## src/rtl/pv_pkg.sv

```systemverilog
package pv_pkg;

   typedef enum logic [2:0] {
      S_IDLE,
      S_CMD,
      S_GAP,
      S_POLL_OP,
      S_POLL_RD,
      S_DECIDE
   } pv_state_e;

   localparam logic [7:0] OPC_CMP_BUF1 = 8'h60;
   localparam logic [7:0] OPC_CMP_BUF2 = 8'h61;

   localparam int STAT_READY_BIT = 7;
   localparam int STAT_DIFF_BIT  = 6;

endpackage

```

## src/rtl/pv_spi_byte.sv

```systemverilog
module pv_spi_byte #(
   parameter int HALF = 2
) (
   input  logic       clk,
   input  logic       rst_n,
   input  logic       go_i,
   input  logic [7:0] tx_i,
   input  logic       miso_i,
   output logic       sck_o,
   output logic       mosi_o,
   output logic [7:0] rx_o,
   output logic       done_o
);

   localparam int HW = (HALF > 1) ? $clog2(HALF) : 1;
   localparam logic [HW-1:0] HLAST = HW'(HALF - 1);

   logic          act_q;
   logic          hi_q;
   logic [HW-1:0] hcnt_q;
   logic [2:0]    bitn_q;
   logic [7:0]    sh_q;

   initial begin
      assert (HALF >= 1) else $error("pv_spi_byte: HALF must be at least 1");
   end

   always_ff @(posedge clk or negedge rst_n) begin
      if (!rst_n) begin
         act_q  <= 1'b0;
         hi_q   <= 1'b0;
         hcnt_q <= '0;
         bitn_q <= '0;
         sh_q   <= '0;
         sck_o  <= 1'b1;
         mosi_o <= 1'b0;
         rx_o   <= '0;
         done_o <= 1'b0;
      end else begin
         done_o <= 1'b0;
         if (go_i) begin
            act_q  <= 1'b1;
            hi_q   <= 1'b0;
            hcnt_q <= '0;
            bitn_q <= '0;
            sh_q   <= tx_i;
            sck_o  <= 1'b0;
            mosi_o <= tx_i[7];
         end else if (act_q) begin
            if (hcnt_q == HLAST) begin
               hcnt_q <= '0;
               if (!hi_q) begin
                  sck_o <= 1'b1;
                  rx_o  <= {rx_o[6:0], miso_i};
                  hi_q  <= 1'b1;
               end else if (bitn_q == 3'd7) begin
                  act_q  <= 1'b0;
                  done_o <= 1'b1;
               end else begin
                  bitn_q <= bitn_q + 3'd1;
                  sh_q   <= {sh_q[6:0], 1'b0};
                  sck_o  <= 1'b0;
                  mosi_o <= sh_q[6];
                  hi_q   <= 1'b0;
               end
            end else begin
               hcnt_q <= hcnt_q + HW'(1);
            end
         end
      end
   end

   // data only moves in the low half of the SPI clock
   a_r3_mosi_moves_low: assert property (@(posedge clk) disable iff (!rst_n)
      !$stable(mosi_o) |-> !sck_o);

   // a byte completes with the clock parked high
   a_r4_done_parks_high: assert property (@(posedge clk) disable iff (!rst_n)
      done_o |-> sck_o);

endmodule

```

## src/rtl/pv_tmo_timer.sv

```systemverilog
module pv_tmo_timer #(
   parameter int LIMIT = 100000
) (
   input  logic clk,
   input  logic rst_n,
   input  logic clr_i,
   input  logic run_i,
   output logic exp_o
);

   localparam int CW = $clog2(LIMIT + 1);
   localparam logic [CW-1:0] CLIM = CW'(LIMIT);

   logic [CW-1:0] cnt_q;

   initial begin
      assert (LIMIT >= 1) else $error("pv_tmo_timer: LIMIT must be positive");
   end

   always_ff @(posedge clk or negedge rst_n) begin
      if (!rst_n) begin
         cnt_q <= '0;
      end else if (clr_i) begin
         cnt_q <= '0;
      end else if (run_i && cnt_q != CLIM) begin
         cnt_q <= cnt_q + CW'(1);
      end
   end

   assign exp_o = (cnt_q == CLIM);

   // expiry is sticky until the next run clears it
   a_r8_expiry_sticky: assert property (@(posedge clk) disable iff (!rst_n)
      (exp_o && !clr_i) |=> exp_o);

endmodule

```

## src/rtl/pv_seq.sv

```systemverilog
module pv_seq
   import pv_pkg::*;
#(
   parameter int          CLK_HZ   = 200_000_000,
   parameter int          SCK_DIV  = 4,
   parameter int          COMP_US  = 400,
   parameter bit          HAS_BUF2 = 1'b1,
   parameter logic [7:0]  STAT_OP  = 8'hD7,
   parameter int          GAP_CYC  = 4
) (
   input  logic        clk,
   input  logic        rst_n,
   input  logic        start_i,
   input  logic        buf_sel_i,
   input  logic [23:0] addr_i,
   output logic        busy_o,
   output logic        done_o,
   output logic        mismatch_o,
   output logic        timeout_o,
   output logic        sel_err_o,
   output logic        spi_cs_n_o,
   output logic        spi_sck_o,
   output logic        spi_mosi_o,
   input  logic        spi_miso_i
);

   localparam int CYC_PER_US = CLK_HZ / 1_000_000;
   localparam int TMO_CYC    = CYC_PER_US * COMP_US + (CYC_PER_US * COMP_US) / 4;
   localparam int HALF       = SCK_DIV / 2;
   localparam int GW         = $clog2(GAP_CYC + 1);
   localparam logic [GW-1:0] GLAST = GW'(GAP_CYC - 1);

   initial begin
      assert (SCK_DIV >= 2 && SCK_DIV % 2 == 0)
         else $error("pv_seq: SCK_DIV must be even and at least 2");
      assert (CYC_PER_US >= 1)
         else $error("pv_seq: CLK_HZ must be at least 1 MHz");
      assert (GAP_CYC >= 1)
         else $error("pv_seq: GAP_CYC must be at least 1");
   end

   pv_state_e   state_q;
   logic [1:0]  byte_idx_q;
   logic [31:0] frame_q;
   logic [7:0]  tx_q;
   logic        go_q;
   logic [GW-1:0] gap_q;
   logic        byte_done;
   logic [7:0]  rx_byte;
   logic        tmr_exp;
   logic        tmr_run;
   logic        accept;
   logic [7:0]  opc_w;
   logic        sel_bad;

   // buffer choice: variant picked by whether a second buffer exists
   generate
      if (HAS_BUF2) begin : g_two_buf
         assign opc_w   = buf_sel_i ? OPC_CMP_BUF2 : OPC_CMP_BUF1;
         assign sel_bad = 1'b0;
      end else begin : g_one_buf
         assign opc_w   = OPC_CMP_BUF1;
         assign sel_bad = buf_sel_i;
      end
   endgenerate

   assign accept  = (state_q == S_IDLE) && start_i && !sel_bad;
   assign tmr_run = (state_q == S_GAP) || (state_q == S_POLL_OP) ||
                    (state_q == S_POLL_RD) || (state_q == S_DECIDE);

   pv_spi_byte #(.HALF(HALF)) u_byte (
      .clk    (clk),
      .rst_n  (rst_n),
      .go_i   (go_q),
      .tx_i   (tx_q),
      .miso_i (spi_miso_i),
      .sck_o  (spi_sck_o),
      .mosi_o (spi_mosi_o),
      .rx_o   (rx_byte),
      .done_o (byte_done)
   );

   pv_tmo_timer #(.LIMIT(TMO_CYC)) u_tmr (
      .clk   (clk),
      .rst_n (rst_n),
      .clr_i (accept),
      .run_i (tmr_run),
      .exp_o (tmr_exp)
   );

   always_ff @(posedge clk or negedge rst_n) begin
      if (!rst_n) begin
         state_q    <= S_IDLE;
         byte_idx_q <= '0;
         frame_q    <= '0;
         tx_q       <= '0;
         go_q       <= 1'b0;
         gap_q      <= '0;
         busy_o     <= 1'b0;
         done_o     <= 1'b0;
         mismatch_o <= 1'b0;
         timeout_o  <= 1'b0;
         sel_err_o  <= 1'b0;
         spi_cs_n_o <= 1'b1;
      end else begin
         go_q      <= 1'b0;
         done_o    <= 1'b0;
         sel_err_o <= 1'b0;
         unique case (state_q)
            S_IDLE: begin
               if (start_i && sel_bad) begin
                  sel_err_o <= 1'b1;
               end else if (accept) begin
                  frame_q    <= {opc_w, addr_i} << 8;
                  tx_q       <= opc_w;
                  go_q       <= 1'b1;
                  byte_idx_q <= '0;
                  spi_cs_n_o <= 1'b0;
                  busy_o     <= 1'b1;
                  mismatch_o <= 1'b0;
                  timeout_o  <= 1'b0;
                  state_q    <= S_CMD;
               end
            end
            S_CMD: begin
               if (byte_done) begin
                  if (byte_idx_q == 2'd3) begin
                     spi_cs_n_o <= 1'b1;
                     gap_q      <= '0;
                     state_q    <= S_GAP;
                  end else begin
                     byte_idx_q <= byte_idx_q + 2'd1;
                     tx_q       <= frame_q[31:24];
                     frame_q    <= frame_q << 8;
                     go_q       <= 1'b1;
                  end
               end
            end
            S_GAP: begin
               if (gap_q == GLAST) begin
                  spi_cs_n_o <= 1'b0;
                  tx_q       <= STAT_OP;
                  go_q       <= 1'b1;
                  state_q    <= S_POLL_OP;
               end else begin
                  gap_q <= gap_q + GW'(1);
               end
            end
            S_POLL_OP: begin
               if (byte_done) begin
                  tx_q    <= 8'h00;
                  go_q    <= 1'b1;
                  state_q <= S_POLL_RD;
               end
            end
            S_POLL_RD: begin
               if (byte_done) begin
                  spi_cs_n_o <= 1'b1;
                  state_q    <= S_DECIDE;
               end
            end
            S_DECIDE: begin
               if (rx_byte[STAT_READY_BIT]) begin
                  mismatch_o <= rx_byte[STAT_DIFF_BIT];
                  done_o     <= 1'b1;
                  busy_o     <= 1'b0;
                  state_q    <= S_IDLE;
               end else if (tmr_exp) begin
                  timeout_o  <= 1'b1;
                  done_o     <= 1'b1;
                  busy_o     <= 1'b0;
                  state_q    <= S_IDLE;
               end else begin
                  gap_q   <= '0;
                  state_q <= S_GAP;
               end
            end
            default: state_q <= S_IDLE;
         endcase
      end
   end

   // select is taken only while the clock sits high
   a_r3_cs_falls_sck_high: assert property (@(posedge clk) disable iff (!rst_n)
      $fell(spi_cs_n_o) |-> spi_sck_o);

   // no clock activity outside a select window
   a_r4_sck_idle_when_deselected: assert property (@(posedge clk) disable iff (!rst_n)
      spi_cs_n_o |-> spi_sck_o);

   // completion closes a busy run
   a_r9_done_ends_busy: assert property (@(posedge clk) disable iff (!rst_n)
      done_o |-> (!busy_o && $past(busy_o)));

   // a refused request leaves the bus quiet
   a_r7_err_bus_quiet: assert property (@(posedge clk) disable iff (!rst_n)
      sel_err_o |-> (spi_cs_n_o && !busy_o));

   // completion and refusal never coincide
   a_r5_end_events_exclusive: assert property (@(posedge clk) disable iff (!rst_n)
      $onehot0({done_o, sel_err_o}));

   // a timeout verdict needs an expired poll window
   a_r8_timeout_after_expiry: assert property (@(posedge clk) disable iff (!rst_n)
      $rose(timeout_o) |-> $past(tmr_exp));

   // verdict flags change only at a start or at completion
   a_r6_verdict_held: assert property (@(posedge clk) disable iff (!rst_n)
      (!done_o && !busy_o) |-> ($stable(mismatch_o) && $stable(timeout_o)));

endmodule

```

## config.mk

```make
export PLATFORM = sky130hd
export DESIGN_NAME = pv_seq
export DESIGN_NICKNAME = d
export VERILOG_FILES = /design/src/rtl/pv_pkg.sv /design/src/rtl/pv_spi_byte.sv /design/src/rtl/pv_tmo_timer.sv /design/src/rtl/pv_seq.sv
export SDC_FILE = /design/constraint.sdc
export NUM_CORES = 1
export LEC_CHECK = 0
export ABC_AREA = 1
export CAP_MARGIN = 20
export CORE_MARGIN = 10
export CORE_UTILIZATION = 60
export DETAILED_ROUTE_END_ITERATION = 7
export GPL_TIMING_DRIVEN = 0
export PLACE_DENSITY = 0.89
export SLEW_MARGIN = 20
export SYNTH_ARGS = -nofsm -noshare
export SYNTH_HDL_FRONTEND = slang
export SYNTH_SLANG_ARGS = --single-unit
```

## constraint.sdc

```tcl
create_clock -name clk -period 3.9 [get_ports clk]
set_clock_uncertainty 0.05 [all_clocks]
set_input_delay 0.78 -clock clk [delete_from_list [all_inputs] [get_ports clk]]
set_output_delay 0.78 -clock clk [all_outputs]
set_load 0.01 [all_outputs]
```

==> qor.txt, run 1 <==
Status = completed
Worst Hold Class = input port to asynchronous set/reset pin
Max rail drop VDD = 0.189 mV
Period utilisation layout = 0.584
Number of hold buffers added after cts = 0
Synth Cell Area = 4490 um^2
DR vias = 3,883
Worst-Margin Slew = 0.541 ns
Slew Viols, Final = 0
Post-route insts no fill = 709
Synth area leader = dfrtp_1
Gate Count Post-Synth = 558
Total gr overflow = 0
Worst path required time = 3.07 ns
Antenna violations before repair = 0
Synth Warn # = 0
DR pass1 iterations = 5
Final Hold Fails = 0
Crit path max-delay cell type = dfstp_2
Number of global-route vias before repair = 3,696
Resized Gates After CTS = 0
Nets = 641
Worst setup EP type = output port
Critical path, cell by cell = clkdlybuf4s50_1
Post-synth top area share = 0.474
Vias per inst = 5.48
CP arrival = 1.45 ns
H-tree Lvls = 3
Clk slew on worst S/H paths = 0.09 ns
P_leak = 2.55 nW
Family with the most delay on the worst path = flip-flops
# rows = 31
Utilization after layout = 0.717
Die area = 11,300 um^2
Final min period = 2.28 ns
Clk_lat worst skew = 0.36 ns
Largest net degree at the start of global routing = 48
Mapped Avg Cell Area = 8.05 um^2
Synthesized flop and latch total = 87
Pwr/cell area = 312 nW/um^2
Port Buf Inserts = 35
CTS tree = built
Initial DRC Count = 364
Buffer and inverter count on the worst path = 1
Number of fill cells = 575
Post-CTS Setup Bufs = 0
Unrepaired setup endpoints after global routing = false
Cell variety after synth = 36
Critical path's largest stage delay = 0.56 ns
Area post-placement = 4990 um^2
Syn Nets = 594
Routed Antenna Nets = 0
Residual DRC = 0
Setup TNS = 0 ns
Post-DP HPWL = 7300 um
Global-route wire length before repair = 17,100 um
Number of CTS-inserted buffers = 9
Final instance area = 5200 um^2
Sink Count = 87
Wire per inst = 14.1 um
N_diodes = 0
Setup crit start kind = flip-flop
Die H = 107 um
Area grow syn2layout = 15.8%
Clock Root Buffer = clkbuf_8
Synth top area cells = dfrtp_1 47%, nand2_1 13%, o21ai_0 5.3%, inv_1 5.3%, nor2_1 4.2%
Core box area = 7250 um^2
Setup-failing EPs final = 0
Initial Util = 0.619
Crit path kind = flip-flop to output port
Fraction of layout cells with a size suffix above 1 = 0.0852
Die X = 107 um
Cells after DPL = 693
Tot GR Track Use = 0.181
Rel. slew slack = 0.639
Critical-path maximum fanout = 2
Sequential-to-total area share from yosys stat = 0.485
Final wirelength = 9960 um
Max_cap viols = 0
Routability cong. = 0.898
Fmax = 439 MHz
Io pins = 37
CTS Buffer Depth = 2
cell usage after synthesis:
library cell  instances
a21oi_1               9
a21oi_4               1
a22oi_1               1
a31oi_1               4
buf_1                 3
buf_2                 8
buf_4                 2
buf_6                 6
clkbuf_1              2
conb_1                1
dfrtp_1              85
dfstp_2               2
ha_1                  7
inv_1                63
inv_2                 4
nand2_1             153
nand2_2               3
nand2_4               2
nand3_1              29
nand3_4               1
nand3b_1              2
nand4_1              19
nor2_1               50
nor2_2                2
nor2_4                2
nor2_8                1
nor3_1                3
nor3_2                1
o211ai_1             19
o21a_1                1
o21ai_0              48
o21ai_1              10
o21bai_1              5
o22ai_1               1
o31ai_1               1
xor2_1                7
power breakdown:
group	internal, W	switching [W]
combinational	0.0000301	0.0000269
sequential	0.000903	0.00000282
clock	0.000333	0.000327
total	0.00127	0.000357
layer usage:
metal  GRT usage  vias up  routed length (um)
met5           0        -                   0
met4      0.0658        0                 137
met3      0.0344       14                 504
met2       0.292      106                4890
met1       0.237     1858                4430
li1            -     1905                   -
metrics by stage:
| step | setup slack, ns | power [W] | hold WS (ns) |
|---|---|---|---|
| final | 1.62 | 0.00162 | 0.340 |
| after global routing | 1.58 | 0.00167 | 0.374 |
| after CTS | 1.61 | 0.00163 | 0.357 |
| after detailed placement | 1.52 | 0.000982 | 0.416 |
| after global placement | -1.03 | 0.000978 | 0.406 |
| after floorplan | 2.25 | 0.000930 | 0.392 |
flip-flops by register name, indices dropped and copies added (netlist names), 2 cells and up:
signal and cells:
frame_q 24, u_tmr.cnt_q 17, tx_q 8, u_byte.rx_o 8, u_byte.sh_q 7, gap_q 3, state_q 3, u_byte.bitn_q 3
byte_idx_q 2
logic make-up (layout without fill, tap and decap cells):
kind of cell / count (synthesis) / count (layout) / synth area share
fa+ha+maj: 7 / 7 / 0.0195
xor+xnor: 7 / 7 / 0.0137
simple gates: 268 / 268 / 0.263
buf+inv: 88 / 140 / 0.0875
flops: 87 / 87 / 0.485
compound gates: 100 / 100 / 0.130
other cells: 1 / 1 / 0.000835
final cells by class:
| type | instances | area, um^2 | area share |
|---|---|---|---|
| buffer | 21 | 141 | 0.0272 |
| sequential | 87 | 2180 | 0.419 |
| clock inverter | 4 | 53.8 | 0.0103 |
| multi-input combinational | 383 | 1920 | 0.369 |
| timing repair buffer | 36 | 375 | 0.0722 |
| clock buffer | 12 | 155 | 0.0298 |
| inverter | 67 | 251 | 0.0484 |
| tap | 99 | 124 | 0.0238 |
layout by cell type (no fill, tap or decap), drive strengths merged, types with 4 or more instances in the layout:
cell type,instances
a21oi,10
xor2,7
nand3,30
buf,21
a31oi,4
nand2,158
o21bai,5
o211ai,19
nor2,55
ha,7
inv,67
dfrtp,85
clkdlybuf4s50,34
clkbuf,14
o21ai,58
nor3,4
nand4,19
worst paths after layout:
kind                                            start                    endpoint  slack [ns]  cells after the start
min in group clk               spi_cs_n_o$_DFFE_PN1P_      spi_cs_n_o$_DFFE_PN1P_        0.43                      2
min                                             rst_n  u_byte.sh_q[1]$_DFFE_PN0P_        0.34                      1
max                            spi_cs_n_o$_DFFE_PN1P_                  spi_cs_n_o        1.62                      1
max in group asynchronous                       rst_n      spi_cs_n_o$_DFFE_PN1P_        2.80                      2
max reg2reg                u_tmr.cnt_q[0]$_DFFE_PN0P_        gap_q[1]$_DFFE_PN0P_        2.00                     10
min reg2reg                    spi_cs_n_o$_DFFE_PN1P_      spi_cs_n_o$_DFFE_PN1P_        0.43                      2
Power figures use the tool's default switching activity.
==> run 2: changes to the inputs <==
--- a/config.mk
+++ b/config.mk
@@ -8,10 +8,10 @@
 export ABC_AREA = 1
 export CAP_MARGIN = 20
 export CORE_MARGIN = 10
-export CORE_UTILIZATION = 60
+export CORE_UTILIZATION = 52
 export DETAILED_ROUTE_END_ITERATION = 7
 export GPL_TIMING_DRIVEN = 0
-export PLACE_DENSITY = 0.89
+export PLACE_DENSITY = 0.82
 export SLEW_MARGIN = 20
 export SYNTH_ARGS = -nofsm -noshare
 export SYNTH_HDL_FRONTEND = slang
==> constraint.sdc (replaced) <==
create_clock -name clk -period 1.9 [get_ports clk]
set_clock_uncertainty 0.05 [all_clocks]
set_input_delay 0.38 -clock clk [delete_from_list [all_inputs] [get_ports clk]]
set_output_delay 0.38 -clock clk [all_outputs]
set_load 0.01 [all_outputs]
==> run 2 against run 1 <==
Compared with the run above:
- clock power is 100% higher
- sequential share of layout area is 0.57 points lower
- power up 100%
- register-to-register slack got worse by 1.9 ns
- utilization shrank 8.2 points
- routed wire length decreased by 4.1%
- combinational power up 110%
- design area increased by 1.4%
- setup slack worse by 1.5 ns
- die area is 12% higher
==> qor.txt, run 2 (synthesis gave the netlist of run 1 again) <==
Die H = 113 um (+6.0%)
CTS Buffer Depth = 2 (unchanged)
Clock Root Buffer = clkbuf_8
Port Buf Inserts = 35 (unchanged)
Reg with most FFs = frame_q
H-tree Lvls = 3 (unchanged)
Setup crit start kind = flip-flop
Max rail drop VDD = 0.431 mV (+130%)
Die area = 12,800 um^2 (+12%)
Max FFs per register = 24 (unchanged)
Fraction of layout cells with a size suffix above 1 = 0.101 (+0.0157)
Crit path max-delay cell type = dfrtp_1
Total gr overflow = 0 (unchanged)
Tot GR Track Use = 0.151 (-0.0303)
N_diodes = 0 (unchanged)
Final instance area = 5270 um^2 (+1.4%)
Worst path required time = 2.09 ns (-0.98 ns)
DR pass1 iterations = 5 (unchanged)
Final Hold Fails = 0 (unchanged)
Critical path, cell by cell = inv_2 > ha_1 > nand2_1 > inv_1 > nand2_1 > nor2_4 > a21oi_4 > nor2_4 > buf_6 > nand2_1 > nand2_1
Number of CTS-inserted buffers = 9 (unchanged)
Post-DP HPWL = 7190 um (-1.5%)
Area post-placement = 5000 um^2 (+0.15%)
Die X = 113 um (+6.0%)
CP arrival = 1.98 ns (+0.53 ns)
Critical path's largest stage delay = 0.41 ns (-0.15 ns)
Hold Crit Depth = 2
DR vias = 3,818 (-1.7%)
Period utilisation layout = 0.940
Pwr/cell area = 625 nW/um^2 (+100%)
Clk_lat worst skew = 0.35 ns (about the same)
Vias per inst = 5.31 (-3.0%)
Cells on worst reg2reg path = 11 (+1)
Wire per inst = 13.3 um (-5.5%)
Final wirelength = 9550 um (-4.1%)
Global-route wire length before repair = 16,700 um (-2.9%)
Area grow syn2layout = 17.4%
Initial DRC Count = 320 (-12%)
Worst reg-to-reg setup slack = 0.11 ns (-1.89 ns)
Hold Path Sink = u_byte.sck_o$_DFFE_PN1P_
CP Depth = 11 (+10)
Crit path top cell by count = nand2_1
Nets = 645 (+0.62%)
Slew Viols, Final = 0 (unchanged)
Final min period = 1.79 ns
Dpl ws = -0.0933 ns (-1.62 ns)
HP Start = u_byte.sck_o$_DFFE_PN1P_
Largest net degree at the start of global routing = 51 (+6.3%)
Io pins = 37 (unchanged)
R2R Path Start = u_tmr.cnt_q[0]$_DFFE_PN0P_
Routed Antenna Nets = 0 (unchanged)
Status = completed
Fin worst setup slack = 0.114 ns (-1.51 ns)
Antenna violations before repair = 0 (unchanged)
Max_cap viols = 0 (unchanged)
Utilization after layout = 0.635 (-0.0817)
Core box area = 8300 um^2 (+14%)
Initial Util = 0.541 (-0.0780)
Post-route insts no fill = 719 (+1.4%)
Worst setup EP type = flip-flop
Fmax = 560 MHz
P_leak = 2.62 nW (+2.8%)
Most common cell after layout, fill and taps aside = nand2_1
Sink Count = 87 (unchanged)
Critical R2R Capture = u_tmr.cnt_q[7]$_DFFE_PN0P_
Family with the most delay on the worst path = simple AND/OR/NAND/NOR gates
Top Registers = frame_q: 24 flops, u_tmr.cnt_q: 17 flops
Worst Hold Class = flip-flop to flip-flop
CTS tree = built
Setup-failing EPs final = 0 (unchanged)
Residual DRC = 0 (unchanged)
Buffer and inverter count on the worst path = 3 (+2)
Hold slack = 0.414 ns (+0.0741 ns)
Cells after DPL = 699 (+0.87%)
Routability cong. = 0.903 (+0.47%)
Clk slew on worst S/H paths = 0.08 ns (about the same)
Critical-path maximum fanout = 10 (+8)
# rows = 33 (+6.5%)
Number of global-route vias before repair = 3,678 (-0.49%)
Crit path kind = flip-flop to flip-flop
Most frequent cells in the layout = 153 x nand2_1, 85 x dfrtp_1, 62 x inv_1, 48 x nor2_1, 48 x o21ai_0
run 2: cell count changes in the layout (fill, tap and decap cells not counted), sizes merged, moves of 2 or more:
cell           delta
clkinvlp          -2
clkinv            +4
clkdlybuf4s50     -2
dlymetal6s2s      +2
buf               +2
run 2: metrics by stage:
step,power [W],TNS [ns]
5_1_grt,0.00340,-0.00148
4_1_cts,0.00332,0
3_5_place_dp,0.00202,-0.835
6_report,0.00329,0
2_1_floorplan,0.00191,0
3_3_place_gp,0.00201,-228.43
run 2: per-layer routing:
layer / global-route usage / routed length, um / share of wire / up-vias
met4: 0.0431 / 120 / 0.013 / 0
met2: 0.250 / 4500 / 0.47 / 92
met5: 0 / 0 / 0 / -
li1: - / - / - / 1916
met3: 0.0243 / 483 / 0.051 / 15
met1: 0.197 / 4440 / 0.47 / 1795
run 2: worst max-delay path by stage:
stage,from,endpoint,slack [ns]
floorplan,u_byte.bitn_q[0]$_DFFE_PN0P_,u_byte.mosi_o$_DFFE_PN0P_,0.25
global placement,rst_n,u_tmr.cnt_q[9]$_DFFE_PN0P_,-2.65
detailed placement,start_i,u_tmr.cnt_q[16]$_DFFE_PN0P_,-0.09
CTS,spi_cs_n_o$_DFFE_PN1P_,spi_cs_n_o,0.02
global route,u_tmr.cnt_q[0]$_DFFE_PN0P_,u_tmr.cnt_q[14]$_DFFE_PN0P_,-0.001
finish,u_tmr.cnt_q[0]$_DFFE_PN0P_,u_tmr.cnt_q[7]$_DFFE_PN0P_,0.11
run 2: what timing repair did:
action / CTS / global route
setup buffers: 0 / 3
resized for setup: 3 / 8
endpoints found under the hold margin: 36 / 0
hold buffers: 1 / 0
pin swaps: 0 / 1
gates cloned: 0 / 0
endpoints found under the setup margin: 7 / 28
run 2: layout make-up:
| cell class | instances | area (um^2) |
|---|---|---|
| Inverter | 67 | 251 |
| Buffer | 21 | 149 |
| Tap cell | 105 | 131 |
| Multi-Input combinational cell | 383 | 1940 |
| Timing Repair Buffer | 40 | 413 |
| Clock inverter | 6 | 70.1 |
| Clock buffer | 10 | 138 |
| Fill cell | 696 | 3030 |
| Sequential cell | 87 | 2180 |
run 2: report_power, final:
part	total (W)	switching, W	internal [W]
sequential	0.00186	0.00000564	0.00185
combinational	0.000119	0.0000558	0.0000633
clock	0.00132	0.000666	0.000650
total	0.00329	0.000727	0.00257
run 2: worst reg2reg max path: stages (launching register included):
cell     delay, ns
dfrtp_1       0.41
inv_2         0.08
ha_1          0.23
nand2_1       0.07
inv_1         0.04
nand2_1       0.12
nor2_4        0.06
a21oi_4       0.27
nor2_4        0.07
buf_6         0.16
nand2_1       0.06
nand2_1       0.05
==> run 3: changes to the inputs <==
--- a/config.mk
+++ b/config.mk
@@ -8,10 +8,12 @@
 export ABC_AREA = 1
 export CAP_MARGIN = 20
 export CORE_MARGIN = 10
-export CORE_UTILIZATION = 52
+export CORE_UTILIZATION = 32
 export DETAILED_ROUTE_END_ITERATION = 7
 export GPL_TIMING_DRIVEN = 0
-export PLACE_DENSITY = 0.82
+export PLACE_DENSITY = 0.58
+export REMOVE_ABC_BUFFERS = 1
+export SKIP_CTS_REPAIR_TIMING = 1
 export SLEW_MARGIN = 20
 export SYNTH_ARGS = -nofsm -noshare
 export SYNTH_HDL_FRONTEND = slang
==> run 3 against run 2 <==
Compared with the run above:
- sequential share of layout area down 0.95 points
- sequential power about the same
- critical path type is now flip-flop to output port
- combinational power down 5%
- via count down 2.9%
==> qor.txt, run 3 (synthesis gave the netlist of run 1 again) <==
Fmax = 540 MHz (-3.6%)
Crit path kind = flip-flop to output port
Gate power share = 0.030 (-0.006)
Number of CTS-inserted buffers = 9 (unchanged)
Global routing usage on met1 = 0.130 (-0.0674)
Multi-input gate area = 2010 um^2 (+3.6%)
Most common cell after layout, fill and taps aside = nand2_1
CP arrival = 1.42 ns (-0.56 ns)
Fin worst setup slack = 0.0465 ns (-0.0671 ns)
Setup-failing EPs final = 0 (unchanged)
Core box area = 13,800 um^2 (+67%)
Post-DP HPWL = 6670 um (-7.2%)
Worst-Margin Slew = 0.638 ns
Final instance area = 5400 um^2 (+2.4%)
Register area = 2180 um^2 (about the same)
Buffer and inverter count on the worst path = 1 (-2)
Tot GR Track Use = 0.101 (-0.0496)
Max rail drop VDD = 0.332 mV (-23%)
Worst Hold Class = input port to asynchronous set/reset pin
Number of fill cells = 1,396 (+100%)
DR pass1 iterations = 4 (-1)
Period utilisation layout = 0.976 (+0.0353)
Sequential Power Share = 0.500 (-0.064)
Critical-path maximum fanout = 2 (-8)
Clk_lat worst skew = 0.34 ns (about the same)
Final wirelength = 10,200 um (+6.4%)
DR vias = 3,706 (-2.9%)
Initial Util = 0.325 (-0.216)
CTS tree = built
N_diodes = 0 (unchanged)
# rows = 43 (+30%)
CTS Buffer Depth = 2 (unchanged)
Crit path max-delay cell type = clkdlybuf4s50_1
Rel. slew slack = 0.574
Worst reg-to-reg setup slack = 0.10 ns (about the same)
Setup TNS = 0 ns (unchanged)
Die X = 138 um (+23%)
Global-route wire length before repair = 16,600 um (about the same)
Antenna violations before repair = 0 (unchanged)
Family with the most delay on the worst path = buffers and inverters
Max FFs per register = 24 (unchanged)
GR Util met3 = 0.0284 (+0.00412)
Area post-placement = 4960 um^2 (-0.83%)
Most frequent cells in the layout = 153 x nand2_1, 84 x dfrtp_1, 63 x inv_1, 49 x nor2_1, 48 x o21ai_0
Initial DRC Count = 209 (-35%)
Fraction of layout cells with a size suffix above 1 = 0.0836 (-0.0174)
Die area = 19,200 um^2 (+50%)
Reg with most FFs = frame_q
Setup crit start kind = flip-flop
Routed Antenna Nets = 0 (unchanged)
Worst setup EP type = output port
Clock Power Share = 0.470 (+0.071)
Psw = 0.000760 W (+4.6%)
GR Util met2 = 0.156 (-0.0941)
Area grow syn2layout = 20.2%
Final Hold Fails = 0 (unchanged)
Largest net degree at the start of global routing = 50 (-2.0%)
Pwr/cell area = 691 nW/um^2 (+10%)
Gr busiest metal = met2
H-tree Lvls = 3 (unchanged)
Max_cap viols = 0 (unchanged)
Dpl ws = -0.503 ns (-0.410 ns)
Number of global-route vias before repair = 3,518 (-4.4%)
Total gr overflow = 0 (unchanged)
Sink Count = 87 (unchanged)
Nets = 629 (-2.5%)
Wire per inst = 13.1 um (-1.7%)
Worst path required time = 1.47 ns (-0.62 ns)
Top Registers = frame_q: 24 flops, u_tmr.cnt_q: 17 flops
Critical path's largest stage delay = 0.56 ns (+0.15 ns)
Port Buf Inserts = 35 (unchanged)
Status = completed
Clk slew on worst S/H paths = 0.06 ns (-0.02 ns)
Routability cong. = 0.915 (+1.4%)
Sw Share = 0.204 (-0.0167)
Critical path, cell by cell = clkdlybuf4s50_1
Vias per inst = 4.76 (-10%)
Final min period = 1.85 ns (+0.0671 ns)
Slew Viols, Final = 0 (unchanged)
Internal = 0.00297 W (+16%)
Residual DRC = 0 (unchanged)
Io pins = 37 (unchanged)
Die H = 138 um (+23%)
P_leak = 2.56 nW (-2.3%)
Clock Root Buffer = clkbuf_16
[run 3: routing by layer]
layer  up-vias  share of wire
li1       1886              -
met1      1736           0.46
met2        71           0.47
met3        13          0.049
met4         0          0.015
met5         -              0
[run 3: power groups by stage]
stage	Sequential [W]	Clock (W)	Combinational (W)
2_1_floorplan	0.00190	0	0.0000125
5_1_grt	0.00186	0.00188	0.000127
4_1_cts	0.00186	0.00181	0.000118
3_5_place_dp	0.00190	0	0.000117
3_3_place_gp	0.00190	0	0.000111
6_report	0.00186	0.00175	0.000113
[run 3: worst paths after layout]
kind	startpoint	end	depth (start not counted)
setup / recovery	u_byte.sck_o$_DFFE_PN1P_	spi_sck_o	1
hold / removal	rst_n	u_byte.rx_o[3]$_DFFE_PN0P_	1
setup reg to reg	u_tmr.cnt_q[0]$_DFFE_PN0P_	u_tmr.cnt_q[0]$_DFFE_PN0P_	10
hold reg to reg	u_byte.sck_o$_DFFE_PN1P_	u_byte.sck_o$_DFFE_PN1P_	2
max in group asynchronous	rst_n	spi_cs_n_o$_DFFE_PN1P_	2
min in group clk	u_byte.sck_o$_DFFE_PN1P_	u_byte.sck_o$_DFFE_PN1P_	2
[run 3: stage by stage]
stage	hold slack (ns)	power, W	utilization	cells
2_1_floorplan	0.0344	0.00191	-	537
3_3_place_gp	0.402	0.00201	0.356	752
3_5_place_dp	0.405	0.00201	0.358	753
4_1_cts	0.0399	0.00379	0.380	769
5_1_grt	0.0681	0.00387	0.390	778
6_report	0.0202	0.00373	0.390	778
[run 3: layout make-up]
type | instances | share of cell area
sequential | 87 | 0.404
multi-input combinational | 386 | 0.372
timing repair buffer | 42 | 0.0811
inverter | 67 | 0.0466
clock buffer | 12 | 0.0457
tap | 180 | 0.0417
clock inverter | 4 | 0.00881
